===== src/rtl/mul_exec_pkg.sv =====
package mul_exec_pkg;

  typedef enum logic [1:0] {
    MOP_NONE   = 2'd0,
    MOP_LOW_S  = 2'd1,
    MOP_WIDE_S = 2'd2,
    MOP_WIDE_U = 2'd3
  } mop_e;

  localparam int OPC_W  = 6;
  localparam int FUNC_W = 6;
  localparam int RD_LSB = 11;

  localparam logic [OPC_W-1:0]  OPC_REG   = 6'b000000;
  localparam logic [OPC_W-1:0]  OPC_EXT2  = 6'b011100;
  localparam logic [FUNC_W-1:0] FN_LOW_S  = 6'b000010;
  localparam logic [FUNC_W-1:0] FN_WIDE_S = 6'b011000;
  localparam logic [FUNC_W-1:0] FN_WIDE_U = 6'b011001;

endpackage


===== src/rtl/mul_decode.sv =====
module mul_decode
  import mul_exec_pkg::*;
#(
  parameter int INSTR_W    = 32,
  parameter int REG_ADDR_W = 5
) (
  input  logic [INSTR_W-1:0]    instr,
  output mop_e                  mop,
  output logic                  op_signed,
  output logic [REG_ADDR_W-1:0] dest_addr
);

  localparam int RD_MSB = RD_LSB + REG_ADDR_W - 1;

  logic [OPC_W-1:0]  opc;
  logic [FUNC_W-1:0] fn;
  logic              unused_fields;

  assign opc           = instr[INSTR_W-1 -: OPC_W];
  assign fn            = instr[FUNC_W-1:0];
  assign dest_addr     = instr[RD_MSB:RD_LSB];
  assign unused_fields = ^{instr[INSTR_W-OPC_W-1:RD_MSB+1], instr[RD_LSB-1:FUNC_W]};

  always_comb begin
    mop = MOP_NONE;
    if (opc == OPC_EXT2 && fn == FN_LOW_S) begin
      mop = MOP_LOW_S;
    end else if (opc == OPC_REG) begin
      case (fn)
        FN_WIDE_S: mop = MOP_WIDE_S;
        FN_WIDE_U: mop = MOP_WIDE_U;
        default:   mop = MOP_NONE;
      endcase
    end
  end

  assign op_signed = (mop == MOP_LOW_S) || (mop == MOP_WIDE_S);

endmodule


===== src/rtl/mul_core.sv =====
module mul_core #(
  parameter int DATA_W = 32,
  parameter int STYLE  = 0
) (
  input  logic [DATA_W-1:0]   op_a,
  input  logic [DATA_W-1:0]   op_b,
  input  logic                is_signed,
  output logic [2*DATA_W-1:0] product,
  output logic                neg_result
);

  localparam int PROD_W = 2 * DATA_W;
  localparam int MSB    = DATA_W - 1;
  localparam logic [DATA_W-1:0] ONE_D = 1;
  localparam logic [PROD_W-1:0] ONE_P = 1;

  function automatic logic [DATA_W-1:0] magnitude(input logic [DATA_W-1:0] v);
    return v[MSB] ? ((~v) + ONE_D) : v;
  endfunction

  function automatic logic [PROD_W-1:0] negate_wide(input logic [PROD_W-1:0] v);
    return (~v) + ONE_P;
  endfunction

  assign neg_result = is_signed && (op_a[MSB] ^ op_b[MSB]);

  generate
    if (STYLE == 0) begin : g_magnitude
      logic [DATA_W-1:0] mag_a;
      logic [DATA_W-1:0] mag_b;
      logic [PROD_W-1:0] raw;
      assign mag_a   = is_signed ? magnitude(op_a) : op_a;
      assign mag_b   = is_signed ? magnitude(op_b) : op_b;
      assign raw     = {{DATA_W{1'b0}}, mag_a} * {{DATA_W{1'b0}}, mag_b};
      assign product = neg_result ? negate_wide(raw) : raw;
    end else begin : g_extend
      logic [PROD_W-1:0] ext_a;
      logic [PROD_W-1:0] ext_b;
      assign ext_a   = {{DATA_W{is_signed & op_a[MSB]}}, op_a};
      assign ext_b   = {{DATA_W{is_signed & op_b[MSB]}}, op_b};
      assign product = ext_a * ext_b;
    end
  endgenerate

  always_comb begin
    if (is_signed && op_a != '0 && op_b != '0) begin
      p_sign_follows_r8: assert (product[PROD_W-1] == neg_result)
        else $error("R8: product sign %0b, operand signs imply %0b", product[PROD_W-1], neg_result);
    end
    if (op_a == '0 || op_b == '0) begin
      p_zero_operand_r8: assert (product == '0)
        else $error("R8: zero operand gave non-zero product %h", product);
    end
  end

endmodule


===== src/rtl/mul_route.sv =====
module mul_route
  import mul_exec_pkg::*;
#(
  parameter int DATA_W     = 32,
  parameter int REG_ADDR_W = 5
) (
  input  logic                  rst,
  input  mop_e                  mop,
  input  logic [REG_ADDR_W-1:0] dest_addr,
  input  logic [2*DATA_W-1:0]   product,
  output logic                  gpr_we,
  output logic [REG_ADDR_W-1:0] gpr_waddr,
  output logic [DATA_W-1:0]     gpr_wdata,
  output logic                  hi_we,
  output logic [DATA_W-1:0]     hi_wdata,
  output logic                  lo_we,
  output logic [DATA_W-1:0]     lo_wdata
);

  logic [DATA_W-1:0] prod_hi;
  logic [DATA_W-1:0] prod_lo;

  assign prod_hi = product[2*DATA_W-1:DATA_W];
  assign prod_lo = product[DATA_W-1:0];

  always_comb begin
    gpr_we    = 1'b0;
    gpr_waddr = '0;
    gpr_wdata = '0;
    hi_we     = 1'b0;
    hi_wdata  = '0;
    lo_we     = 1'b0;
    lo_wdata  = '0;
    if (!rst) begin
      case (mop)
        MOP_LOW_S: begin
          gpr_we    = 1'b1;
          gpr_waddr = dest_addr;
          gpr_wdata = prod_lo;
        end
        MOP_WIDE_S, MOP_WIDE_U: begin
          hi_we    = 1'b1;
          hi_wdata = prod_hi;
          lo_we    = 1'b1;
          lo_wdata = prod_lo;
        end
        default: ;
      endcase
    end
  end

endmodule


===== src/rtl/mul_exec_unit.sv =====
module mul_exec_unit
  import mul_exec_pkg::*;
#(
  parameter int DATA_W     = 32,
  parameter int REG_ADDR_W = 5,
  parameter int INSTR_W    = 32,
  parameter int MULT_STYLE = 0
) (
  input  logic                  rst,
  input  logic [INSTR_W-1:0]    instr,
  input  logic [DATA_W-1:0]     rs_val,
  input  logic [DATA_W-1:0]     rt_val,
  output logic                  gpr_we,
  output logic [REG_ADDR_W-1:0] gpr_waddr,
  output logic [DATA_W-1:0]     gpr_wdata,
  output logic                  hi_we,
  output logic [DATA_W-1:0]     hi_wdata,
  output logic                  lo_we,
  output logic [DATA_W-1:0]     lo_wdata
);

  mop_e                  mop;
  logic                  op_signed;
  logic [REG_ADDR_W-1:0] dest_addr;
  logic [2*DATA_W-1:0]   product;
  logic                  neg_result;

  mul_decode #(
    .INSTR_W   (INSTR_W),
    .REG_ADDR_W(REG_ADDR_W)
  ) u_decode (
    .instr    (instr),
    .mop      (mop),
    .op_signed(op_signed),
    .dest_addr(dest_addr)
  );

  mul_core #(
    .DATA_W(DATA_W),
    .STYLE (MULT_STYLE)
  ) u_core (
    .op_a      (rs_val),
    .op_b      (rt_val),
    .is_signed (op_signed),
    .product   (product),
    .neg_result(neg_result)
  );

  mul_route #(
    .DATA_W    (DATA_W),
    .REG_ADDR_W(REG_ADDR_W)
  ) u_route (
    .rst      (rst),
    .mop      (mop),
    .dest_addr(dest_addr),
    .product  (product),
    .gpr_we   (gpr_we),
    .gpr_waddr(gpr_waddr),
    .gpr_wdata(gpr_wdata),
    .hi_we    (hi_we),
    .hi_wdata (hi_wdata),
    .lo_we    (lo_we),
    .lo_wdata (lo_wdata)
  );

  always_comb begin
    p_we_exclusive_r5: assert (!(gpr_we && (hi_we || lo_we)))
      else $error("R5: general and high/low writes enabled together");
    p_hilo_pair_r2: assert (hi_we == lo_we)
      else $error("R2: high enable %0b differs from low enable %0b", hi_we, lo_we);
    if (rst) begin
      p_rst_quiet_r7: assert (!gpr_we && !hi_we && !lo_we && gpr_waddr == '0 &&
                              gpr_wdata == '0 && hi_wdata == '0 && lo_wdata == '0)
        else $error("R7: outputs active during reset");
    end
    if (!gpr_we && !hi_we) begin
      p_idle_zero_r6: assert (gpr_waddr == '0 && gpr_wdata == '0 &&
                              hi_wdata == '0 && lo_wdata == '0)
        else $error("R6: data driven with no enable raised");
    end
    if (hi_we) begin
      p_wide_no_gpr_r5: assert (gpr_waddr == '0 && gpr_wdata == '0)
        else $error("R5: general port driven during a wide multiply");
    end
  end

endmodule


===== config.mk =====
export PLATFORM = sky130hd
export DESIGN_NAME = mul_exec_unit
export DESIGN_NICKNAME = d
export VERILOG_FILES = /design/src/rtl/mul_exec_pkg.sv /design/src/rtl/mul_decode.sv /design/src/rtl/mul_core.sv /design/src/rtl/mul_route.sv /design/src/rtl/mul_exec_unit.sv
export SDC_FILE = /design/constraint.sdc
export NUM_CORES = 2
export LEC_CHECK = 0
export BUFFER_PORTS_ARGS = -buffer_cell sky130_fd_sc_hd__buf_4
export CAP_MARGIN = 30
export CORE_MARGIN = 2
export CORE_UTILIZATION = 54
export DETAILED_ROUTE_END_ITERATION = 10
export PLACE_DENSITY = 0.74
export RECOVER_POWER = 50
export SYNTH_ARGS = -nofsm -noshare
export SYNTH_HDL_FRONTEND = slang
export SYNTH_SLANG_ARGS = --single-unit
export TNS_END_PERCENT = 50

===== constraint.sdc =====
create_clock -name vclk -period 12.62
set_input_delay 1.262 -clock vclk [all_inputs]
set_output_delay 1.262 -clock vclk [all_outputs]
set_load 0.01 [all_outputs]

==> summary.md <==
| Metric | Value |
|---|---|
| Status | finished with violations |
| Violated checks | setup timing |
| Vias post-DR | between 30k and 40k |
| Floorplan row count | 96 |
| Crit. End Element | output pin |
| Yosys warns | 0 |
| Net Count, Synth | just under 6k |
| Slew headroom | 12.6% |
| Hold bufs inserted after CTS | 0 |
| FF+latch area | 0 um^2 |
| Top delay family on crit path | adder cells |
| Diode count | 0 |
| Number of global-route vias before repair | between 30k and 40k |
| Maximum fanout along the worst path | 7 |
| Hold slack | 2810 ps |
| Slowest cell on crit path | fa_1 |
| Most frequent cells in the layout | inv_1, fa_1, buf_4, nor2_1, nand2_1 |
| DIE AREA | 71200 um^2 |
| ANT nets after route | 0 |
| DR WL/cell | a little over 20 um |
| First-pass GRT wire length | 197 mm |
| Layout cells sized above 1 | between 20% and 30% |
| RSZ-0062 raised after global routing | yes |
| Setup violators final | 5 |
| Initial Util | about 55% |
| Chip width | about 270 um |
| Worst Path Required | 11360 ps |
| Initial drt markers | about 3.0k |
| CP Buf/Inv Count | 11 |
| Post-synthesis cell area | around 37000 um^2 |
| Grt ovf | 0 |
| Post-Layout Cell Count | 6191 |
| Clkbuf count | 0 |
| First-pass detailed-route iteration total | 8 |
| Seq cells | 0 |
| Final WS setup | -88.7 ps |
| Period utilization | 101% |
| Worst Max-Slew Pin Slew | approximately 1300 ps |
| Slew Limit Fails | 0 |
| Fmax | 0.0787 GHz |
| CP dominant cell by count | fa_1 |
| Hold violation total from the final report | 0 |
| Core Area | approximately 68000 um^2 |
| Netlist cell types | between 90 and 100 |
| Nets | between 6k and 7k |
| Post-route DRC | 0 |
| Commonest non-fill, non-tap cell in the layout | inv_1 |
| Total of max-cap violations | 0 |
| Hold Crit Class | input pin to output pin |
| Post-placement cell count | slightly above 6k |
| Max incr delay on CP | about 590 ps |
| DR vias/cell | about 5.7 |
| Total GRT Usage | between 30% and 40% |
| Place WS | -379 ps |
| Hpwl dp | about 110 mm |
| Detailed Route WL | around 130 mm |
| CP Launch Type | input pin |
| Critical path data arrival time | around 11000 ps |
| Port Buf Inserts | ~190 |
| Synthesis-to-layout area growth | 25.8% |
| Pin count of the biggest net entering global routing | 55 |
| Initial antenna violation count | 0 |
| Syn Area/Cell | ~8 um^2 |
| Synth Instances | around 4.6k |
| Seq/Total Area, Yosys | 0% |
| Tmin final | 12710 ps |
| Kind of critical path | input pin to output pin |
| Die span in y | 267 um |
| Placer congestion estimate | between 1 and 1.5 |
| IO Count | 201 |
| Filler cell count in the final layout | roughly 5.3k |
-- cell usage after synthesis, types with 46 or more instances --
library cell / n / area, um^2
inv_1: 907 / 3400
fa_1: 896 / 17900
nor2_1: 769 / 2890
nand2_1: 582 / 2180
ha_1: 269 / 3370
clkbuf_1: 184 / 691
a21oi_1: 117 / 586
xnor2_1: 109 / 955
xor2_1: 82 / 718
o21ai_0: 78 / 390
nor3_1: 50 / 250
and2_1: 46 / 288
-- path summary, 6_finish.rpt --
check,start,slack [ps],cells after the start,endpoint
setup / recovery,instr[26],-90,39,hi_wdata[18]
hold / removal,instr[13],2810,3,gpr_waddr[2]
-- per-layer routing --
layer	track usage (%)	part of all wire, %
met1	45.9	36
met2	58.7	46
met3	5.80	9.5
met4	20.6	7.8
met5	0	0
-- tightest hold or removal path, cell delays in order --
cell,delay [ps]
buf_4,70
and2_1,100
buf_4,110
-- timing repair --
action | in CTS | in global routing
cloned | 0 | 5
setup buffers | 17 | 32
pin swaps | 24 | 66
resized for setup | 92 | 200
setup endpoints to repair | 30 | 46
-- layout make-up --
| cell class | count | area [um^2] | share of cell area [%] |
|---|---|---|---|
| inverter | 907 | 3400 | 7.25 |
| multi-input combinational | 3464 | 34500 | 73.6 |
| tap | 882 | 1100 | 2.35 |
| timing repair buffer | 938 | 7910 | 16.8 |
-- through the flow --
stage               setup TNS [ps]  instance area, um^2  utilization, %
floorplan                        0                37300               -
global placement             -2910                45100            65.9
detailed placement           -5710                45100            65.9
CTS                              0                45700            66.7
global route                 -4570                47000            68.6
finish                        -232                47000            68.6
-- cells by family after synthesis --
kind of cell	after synthesis	synth area share (%)
and+or+nand+nor	1665	19.0
adders and majority gates	1165	57.1
buffers and inverters	1121	11.4
AOI/OAI and AO/OA	433	7.73
xor gates and xnor gates	191	4.48
muxes	9	0.248
Power is not shown: default switching activity piles up to over one toggle a cycle in this logic, so the estimate is an artifact.
